`config.mk`:
```
export PLATFORM = sky130hd
export DESIGN_NAME = chan_gate_top
export DESIGN_NICKNAME = d
export VERILOG_FILES = /design/src/rtl/chan_gate_pkg.sv /design/src/rtl/chan_edge_det.sv /design/src/rtl/chan_req_mix.sv /design/src/rtl/chan_prot_fsm.sv /design/src/rtl/chan_gate_top.sv
export SDC_FILE = /design/constraint.sdc
export NUM_CORES = 1
export LEC_CHECK = 0
export ABC_AREA = 1
export CAP_MARGIN = 10
export CORE_MARGIN = 1
export CORE_UTILIZATION = 35
export DETAILED_ROUTE_END_ITERATION = 12
export SETUP_SLACK_MARGIN = 0.2
export SYNTH_ARGS = -nofsm -noshare
export SYNTH_HDL_FRONTEND = slang
export SYNTH_SLANG_ARGS = --single-unit
export TNS_END_PERCENT = 5
```
`constraint.sdc`:
```
create_clock -name clk -period 2.4 [get_ports clk]
set_input_delay 0.6 -clock clk [delete_from_list [all_inputs] [get_ports clk]]
set_output_delay 0.6 -clock clk [all_outputs]
set_load 0.005 [all_outputs]
```
`src/rtl/chan_gate_pkg.sv`:
```
package chan_gate_pkg;
    typedef enum logic [1:0] {
        CH_NORMAL = 2'd0,
        CH_OVLD   = 2'd1,
        CH_OLOFF  = 2'd2,
        CH_HOT    = 2'd3
    } ch_state_e;
endpackage

```
`src/rtl/chan_edge_det.sv`:
```
module chan_edge_det (
    input  logic clk,
    input  logic rst_n,
    input  logic sig,
    output logic rise
);
    logic sig_q;

    always_ff @(posedge clk or negedge rst_n) begin
        if (!rst_n) sig_q <= 1'b0;
        else        sig_q <= sig;
    end

    assign rise = sig & ~sig_q;
endmodule

```
`src/rtl/chan_req_mix.sv`:
```
module chan_req_mix #(
    parameter int N_CH = 8
) (
    input  logic            in_pin,
    input  logic [N_CH-1:0] cfg_out,
    input  logic [N_CH-1:0] cfg_map,
    input  logic [N_CH-1:0] cfg_bool,
    output logic [N_CH-1:0] req
);
    for (genvar i = 0; i < N_CH; i++) begin : g_mix
        logic comb;
        assign comb   = cfg_bool[i] ? (cfg_out[i] & in_pin) : (cfg_out[i] | in_pin);
        assign req[i] = cfg_map[i] ? comb : cfg_out[i];
    end
endmodule

```
`src/rtl/chan_prot_fsm.sv`:
```
module chan_prot_fsm
    import chan_gate_pkg::*;
#(
    parameter int FAULT_DLY = 10000,
    parameter int SHUT_DLY  = 3000,
    parameter int CW        = 14
) (
    input  logic clk,
    input  logic rst_n,
    input  logic req,
    input  logic ilim,
    input  logic ot,
    input  logic rise,
    input  logic ovl_mode,
    input  logic ot_mode,
    output logic gate,
    output logic ol_flag,
    output logic ot_flag
);
    localparam logic [CW-1:0] F_LAST = CW'(FAULT_DLY - 1);
    localparam logic [CW-1:0] S_LAST = CW'(SHUT_DLY - 1);

    ch_state_e     st, st_n;
    logic [CW-1:0] cnt, cnt_n;
    logic          trip;
    logic [CW-1:0] last;

    assign last = ovl_mode ? S_LAST : F_LAST;

    always_ff @(posedge clk or negedge rst_n) begin
        if (!rst_n) begin
            st  <= CH_NORMAL;
            cnt <= '0;
        end else begin
            st  <= st_n;
            cnt <= cnt_n;
        end
    end

    always_comb begin
        st_n  = st;
        cnt_n = cnt;
        trip  = 1'b0;
        if (ot) begin
            st_n  = CH_HOT;
            cnt_n = '0;
        end else begin
            unique case (st)
                CH_NORMAL: begin
                    if (req && ilim) begin
                        st_n  = CH_OVLD;
                        cnt_n = CW'(1);
                    end
                end
                CH_OVLD: begin
                    if (!req || !ilim) begin
                        st_n  = CH_NORMAL;
                        cnt_n = '0;
                    end else if (cnt >= last) begin
                        trip = 1'b1;
                        if (ovl_mode) begin
                            st_n  = CH_OLOFF;
                            cnt_n = '0;
                        end
                    end else begin
                        cnt_n = cnt + CW'(1);
                    end
                end
                CH_OLOFF: begin
                    if (rise) st_n = CH_NORMAL;
                end
                CH_HOT: begin
                    if (!ot_mode || rise) st_n = CH_NORMAL;
                end
                default: st_n = CH_NORMAL;
            endcase
        end
    end

    always_ff @(posedge clk or negedge rst_n) begin
        if (!rst_n) begin
            ol_flag <= 1'b0;
            ot_flag <= 1'b0;
        end else begin
            if (trip)      ol_flag <= 1'b1;
            else if (rise) ol_flag <= 1'b0;
            if (ot)        ot_flag <= 1'b1;
            else if (rise) ot_flag <= 1'b0;
        end
    end

    always_comb begin
        gate = 1'b0;
        unique case (st)
            CH_NORMAL, CH_OVLD: gate = req & ~ot;
            CH_OLOFF, CH_HOT:   gate = 1'b0;
            default:            gate = 1'b0;
        endcase
    end
endmodule

```
`src/rtl/chan_gate_top.sv`:
```
module chan_gate_top #(
    parameter int N_CH      = 8,
    parameter int FAULT_DLY = 10000,
    parameter int SHUT_DLY  = 3000
) (
    input  logic            clk,
    input  logic            rst_n,
    input  logic            in_pin,
    input  logic [N_CH-1:0] cfg_out,
    input  logic [N_CH-1:0] cfg_map,
    input  logic [N_CH-1:0] cfg_bool,
    input  logic [N_CH-1:0] cfg_slew,
    input  logic [N_CH-1:0] cfg_ovl_mode,
    input  logic [N_CH-1:0] cfg_ot_mode,
    input  logic [N_CH-1:0] ilim_act,
    input  logic [N_CH-1:0] ot_act,
    output logic [N_CH-1:0] gate_en,
    output logic [N_CH-1:0] slew_sel,
    output logic [N_CH-1:0] ol_flag,
    output logic [N_CH-1:0] ot_flag
);
    localparam int DMAX = (FAULT_DLY > SHUT_DLY) ? FAULT_DLY : SHUT_DLY;
    localparam int CW   = $clog2(DMAX + 1);

    logic            pin_rise;
    logic [N_CH-1:0] req;

    chan_edge_det edge_i (
        .clk  (clk),
        .rst_n(rst_n),
        .sig  (in_pin),
        .rise (pin_rise)
    );

    chan_req_mix #(.N_CH(N_CH)) mix_i (
        .in_pin  (in_pin),
        .cfg_out (cfg_out),
        .cfg_map (cfg_map),
        .cfg_bool(cfg_bool),
        .req     (req)
    );

    for (genvar i = 0; i < N_CH; i++) begin : g_ch
        chan_prot_fsm #(
            .FAULT_DLY(FAULT_DLY),
            .SHUT_DLY (SHUT_DLY),
            .CW       (CW)
        ) fsm_i (
            .clk     (clk),
            .rst_n   (rst_n),
            .req     (req[i]),
            .ilim    (ilim_act[i]),
            .ot      (ot_act[i]),
            .rise    (pin_rise),
            .ovl_mode(cfg_ovl_mode[i]),
            .ot_mode (cfg_ot_mode[i]),
            .gate    (gate_en[i]),
            .ol_flag (ol_flag[i]),
            .ot_flag (ot_flag[i])
        );
    end

    assign slew_sel = cfg_slew;
endmodule

```
# Word level (Yosys, flattened, before mapping)
# Index checks and enable logic that the tools add are counted.
[totals]
register_bits = 145
in_bits = 67
out_inout_bits = 32
word_cells = 453
[classes]
addsub = 8
n_lt_le_gt_ge = 8
n_eq_ne = 72
n_mux = 186
bitwise_logic = 34
n_reduce_logical = 112
[op_table]
columns = ["operator", "n"]
rows = [
  ["14-bit two-way mux", 48],
  ["14-bit one-hot mux with 2 select lines", 8],
  ["14-bit by 1-bit adder with 14-bit output, second input constant", 8],
  ["14-bit >= comparator", 8],
  ["2-bit two-way mux", 49],
  ["1-bit two-way mux", 65],
  ["2-bit one-hot mux with 4 select lines", 8],
  ["3-bit by 2-bit inequality test with 1-bit output, second input constant", 17],
  ["5-bit by 4-bit inequality test with 1-bit output, second input constant", 8],
  ["5-bit AND reduction", 8],
  ["2-bit equality test, second input constant", 16],
  ["4-bit by 2-bit inequality test with 1-bit output, second input constant", 8],
  ["4-bit by 3-bit inequality test with 1-bit output, second input constant", 8],
  ["2-bit nonzero test", 16],
  ["2-bit OR reduction", 16],
  ["1-bit logical NOT", 24],
  ["3-bit AND reduction", 8],
  ["3-bit nonzero test", 8],
  ["3-bit inequality test, second input constant", 7],
  ["1-bit AND", 17],
  ["2-bit by 1-bit equality test with 1-bit output, second input constant", 8],
  ["2-bit logical NOT", 8],
  ["1-bit logical OR", 16],
  ["1-bit one-hot mux with 2 select lines", 8],
  ["3 further kinds", 25],
]

# Longest topological paths before layout
[depth]
word_depth = 9
mapped_depth = 13
depth_no_buf = 13

# Hierarchy
# Synthesis repeated with hierarchy kept, for this count alone.
[unflattened]
cells_unflattened = 1603
hier_area_um2 = 10906.7
[modules_own_cells]
columns = ["module", "instances", "cells_per_inst", "area_per_inst_um2", "seq_area_each_um2"]
rows = [
  ["chan_prot_fsm (g_ch[0].fsm_i ...)", 7, 191, 1320.0, 450.4],
  ["chan_prot_fsm (g_ch[7].fsm_i)", 1, 189, 1316.3, 450.4],
  ["chan_req_mix", 1, 66, 255.2, 0.0],
  ["chan_gate_top", 1, 8, 60.1, 0.0],
  ["chan_edge_det", 1, 3, 35.0, 25.0],
]

# Least setup slack after synthesis
# Ideal clock, no wire load.
[synth_path]
path_kind = "input port to flip-flop"
start = "input cfg_ovl_mode[0]"
end = "register g_ch[0].fsm_i.cnt[7]"
setup_time_ns = 0.118
arrival_time_ns = 1.838
slack_ns = 0.444
cell_stages = 13
cell_sequence = "inv_1 -> ha_1 -> nand2_1 -> nand2_1 -> nand2_1 -> nand2_1 -> nor2_1 -> nand2_1 -> nand2_1 -> nand2_2 -> buf_4 -> nand2_1 -> nand2_1"
[synth_via]
elab_chain_len = 6
[synth_rtl]
columns = ["element", "line_no", "text"]
rows = [
  ["start, declared", "chan_gate_top.sv:13", "input logic [N_CH-1:0] cfg_ovl_mode,"],
  ["14-bit two-way mux", "chan_prot_fsm.sv:28", "assign last = ovl_mode ? S_LAST : F_LAST;"],
  ["14-bit >= comparator", "chan_prot_fsm.sv:59", "end else if (cnt >= last) begin"],
  ["14-bit two-way mux", "chan_prot_fsm.sv:59", ""],
  ["14-bit two-way mux", "chan_prot_fsm.sv:56", "if (!req || !ilim) begin"],
  ["14-bit one-hot mux with 2 select lines", "chan_prot_fsm.sv:48", "unique case (st)"],
  ["14-bit two-way mux", "chan_prot_fsm.sv:44", "if (ot) begin"],
  ["end signal, assigned", "chan_prot_fsm.sv:36", "cnt <= cnt_n;"],
  ["end, declared", "chan_prot_fsm.sv:24", "logic [CW-1:0] cnt, cnt_n;"],
]
# Several ways; a longest one is shown, not always the timed one.
# A chain may end at the register's enable or synchronous reset.

# Worst setup path after layout
[layout_path]
start = "input cfg_ovl_mode[3]"
end = "register g_ch[3].fsm_i.cnt[0]"
[layout_via]
elab_chain_len = 6
[layout_rtl]
columns = ["element", "line_no"]
rows = [
  ["14-bit two-way mux", "chan_prot_fsm.sv:28"],
  ["14-bit >= comparator", "chan_prot_fsm.sv:59"],
  ["14-bit two-way mux", "chan_prot_fsm.sv:59"],
  ["14-bit two-way mux", "chan_prot_fsm.sv:56"],
  ["14-bit one-hot mux with 2 select lines", "chan_prot_fsm.sv:48"],
  ["14-bit two-way mux", "chan_prot_fsm.sv:44"],
  ["end signal, assigned", "chan_prot_fsm.sv:36"],
  ["end, declared", "chan_prot_fsm.sv:24"],
]
# Several ways; a longest one is shown, not always the timed one.

==> flow_summary_export.csv <==
group,metric,value,unit
floorplan,ios,99,
yosys,async_flop_share,1.00,
route,drc_errors,0,
yosys,synth-simple-area-share,0.445,
worst_setup_path,worst_ep_arrival_time,2.52,ns
run,maxCapViolations,0,
timing,rsz0062_at_grt,"true",
cts,cts_tree,"yes",
status,outcome,"finished clean",
route,ant_nets,0,
cts,h-tree-depth,4,
worst_setup_path,worst_r2r_path_depth,11,
yosys,synth_common_cells,"nand2_1, nor2_1, inv_1",
route,drt_first_iter_violations,758,
cts,clk_pin_slew,0.06,ns
global_routing,grt_antenna_before_repair,1,
power_and_ir_drop,p_seq_frac,0.364,
power_and_ir_drop,p_comb_frac,0.286,
timing,min_period,2.21,ns
global_routing,grtUsageTotal,0.184,
power_and_ir_drop,power.total,7.74,mW
yosys,synth_area_leaders,"dfrtp_1, nand2_1, nor2_1",
layout,drive_above_1_share,0.151,
hold_path,hold_path.class,"primary input to asynchronous set/reset pin",
timing,setup_viol,0,
yosys,synth_seq_area_share,0.305,
worst_setup_path,cp-start-kind,"primary input",
worst_setup_path,crit_type,"primary input to flop",
worst_setup_path,r2r-end,"g_ch[3].fsm_i.cnt[0]$_DFFE_PN0P_",
worst_setup_path,worst-path-max-fanout,7,
yosys,netlist.area_leader.share,0.305,
floorplan,fp.dieArea,34800,sq um
timing,hold_viol,0,
power_and_ir_drop,switching_share,0.343,
layout,area.growth.synth_to_final,23.7,%
yosys,synth_nets,1955,
route,route.detailed.vias_per_inst,4.82,
placed_design,gp_congestion,0.892,
route,wl,31700,microns
yosys,synthMuxAreaShare,0,
worst_setup_path,cp_data_required_time,2.71,ns
layout,nets,2127,
cts,clockRootBuffer,"clkbuf_16",
timing,maxSlewHeadroom,0.723,
floorplan,die_w,187,microns
yosys,synth_top_family_by_area,"simple AND/OR/NAND/NOR gates",
power_and_ir_drop,p_switching,2.65,mW
worst_setup_path,reg2reg_slack,0.55,ns
yosys,netlist_instances,1824,
cts,cts_made_buffers,17,
timing,clock.fmax,452,MHz
power_and_ir_drop,ir_drop,0.514,mV
cts,cts.sinks,145,
floorplan,core_area,33500,sq um
global_routing,overflow,0,
yosys,synth_area_per_cell,6.53,sq um
power_and_ir_drop,leakagePower,7.36,nW
placed_design,dp_hpwl,23200,microns
yosys,synth-compound-area-share,0.0442,
floorplan,row_count,67,
yosys,syn_area,11900,sq um
worst_setup_path,endpoint_kind,"flop",
floorplan,die_h,187,microns
yosys,synth.most_common_cell,"nand2_1",
route,drtPass1Iterations,5,
cts,worstSkewPairLatency,0.43,ns
timing,fin_skew,0.0111,ns
timing,drv_slew,0,
timing,worstMarginPinSlew,0.416,ns
placed_design,portBuffers,82,
route,vias,11800,
global_routing,grt_pass1_wl,53300,microns
power_and_ir_drop,intPower,5.09,mW
global_routing,grt_max_degree,49,
yosys,synth_edf_count,0,
timing,whs,0.0912,ns
yosys,yosysWarnings,0,
yosys,ys.flop_type,"dfrtp_1",
yosys,yosys_register_bits,145,
route,avgRoutedWirePerCell,12.9,microns
yosys,yosysTopAreaCell,"dfrtp_1",
power_and_ir_drop,p_per_area,525,nW/um^2
worst_setup_path,reg2reg_from,"g_ch[3].fsm_i.cnt[13]$_DFFE_PN0P_",
yosys,synth_cell_types,32,
yosys,synth-xor-area-share,0.0419,
power_and_ir_drop,clkPwrFrac,0.350,
yosys,synth_fa_ha_area_frac,0.0672,
layout,diodes,0,
cts,clockBufferDepth,2,
floorplan,initial_core_util,0.355,
global_routing,grt_pass1_vias,11300,
timing,timing.final.crit_share,0.923,
## per-stage QoR
step	instances	worst slack (ns)	setup TNS, ns	utilization	instance area, sq um
CTS	2449	0.120	0	0.431	14500
floorplan	1824	0.444	0	-	11900
finish	2455	0.186	0	0.439	14700
detailed placement	2415	-0.623	-33.63	0.413	13900
global route	2455	0.112	0	0.439	14700
global placement	2415	-0.611	-30.00	0.413	13900
## state kept, by name (all words and copies together), names as in the netlist
name                count
edge_i.sig_q            1
g_ch.fsm_i.cnt        112
g_ch.fsm_i.ol_flag      8
g_ch.fsm_i.ot_flag      8
g_ch.fsm_i.st          16
## cell families after synthesis
kind of cell,Yosys count
buf+inv,253
fa+ha+maj,64
simple gates,1229
flops,145
compound gates,76
xor+xnor,57
## worst max-delay path by stage
| stage | from | endpoint | slack, ns | depth (start not counted) |
|---|---|---|---|---|
| 6_report | cfg_ovl_mode[3] | g_ch[3].fsm_i.cnt[0]$_DFFE_PN0P_ | 0.19 | 13 |
| 5_1_grt | cfg_ovl_mode[6] | g_ch[6].fsm_i.cnt[9]$_DFFE_PN0P_ | 0.11 | 13 |
| 4_1_cts | cfg_out[3] | gate_en[3] | 0.12 | 8 |
| 3_5_place_dp | in_pin | gate_en[2] | -0.62 | 9 |
| 3_3_place_gp | in_pin | gate_en[0] | -0.61 | 8 |
| 2_1_floorplan | cfg_ovl_mode[0] | g_ch[0].fsm_i.cnt[7]$_DFFE_PN0P_ | 0.44 | 13 |
## cell type report
type | instances | area, sq um
Clock buffer | 20 | 447
Sequential cell | 145 | 3630
Fill cell | 3469 | 18800
Multi-Input combinational cell | 1430 | 7380
Clock inverter | 10 | 138
Timing Repair Buffer | 220 | 1900
Tap cell | 448 | 561
Inverter | 182 | 688
## cells in the final DEF, fill, tap and decap left out, types with 19 or more instances in the layout
cell type / n
nand2_1: 649
nor2_1: 257
inv_1: 161
dfrtp_1: 145
buf_4: 126
nand4_1: 115
nand3_1: 81
ha_1: 62
clkdlybuf4s50_1: 58
nand2_2: 47
xor2_1: 34
o21bai_1: 27
nor3_1: 26
xnor2_1: 23
nor2_2: 20
nand2_4: 19
## worst max-delay path, stage by stage
cell             delay, ns
clkdlybuf4s50_1       0.46
buf_4                 0.18
ha_1                  0.29
inv_1                 0.04
nor2_1                0.12
nand2_1               0.09
nor2_1                0.14
nand2_1               0.11
nand2_2               0.13
buf_6                 0.16
nor2_1                0.05
nor2_1                0.08
o21ai_1               0.07
## what timing repair did
item | in CTS | in global routing
hold buffers | 0 | 0
gates resized for setup | 53 | 78
cloned | 0 | 5
pin swaps | 16 | 24
setup endpoints to repair | 30 | 140
buffers inserted | 4 | 1
## per-layer routing
layer / track usage / vias up / wire, microns / part of all wire
li1: - / 6145 / - / -
met1: 0.243 / 5455 / 15200 / 0.48
met2: 0.307 / 213 / 14900 / 0.47
met3: 0.0282 / 27 / 1130 / 0.036
met4: 0.0571 / 2 / 499 / 0.016
met5: 0 / - / 13 / 0.00041
## power groups by stage
stage / clock, mW / sequential, mW / combinational, mW
final: 2.71 / 2.81 / 2.22
after global routing: 2.90 / 2.84 / 2.50
after CTS: 2.79 / 2.81 / 2.14
after detailed placement: 0 / 2.85 / 2.13
after global placement: 0 / 2.84 / 2.10
after floorplan: 0 / 2.81 / 1.42
No activity file was read; power rests on OpenSTA's default activity.
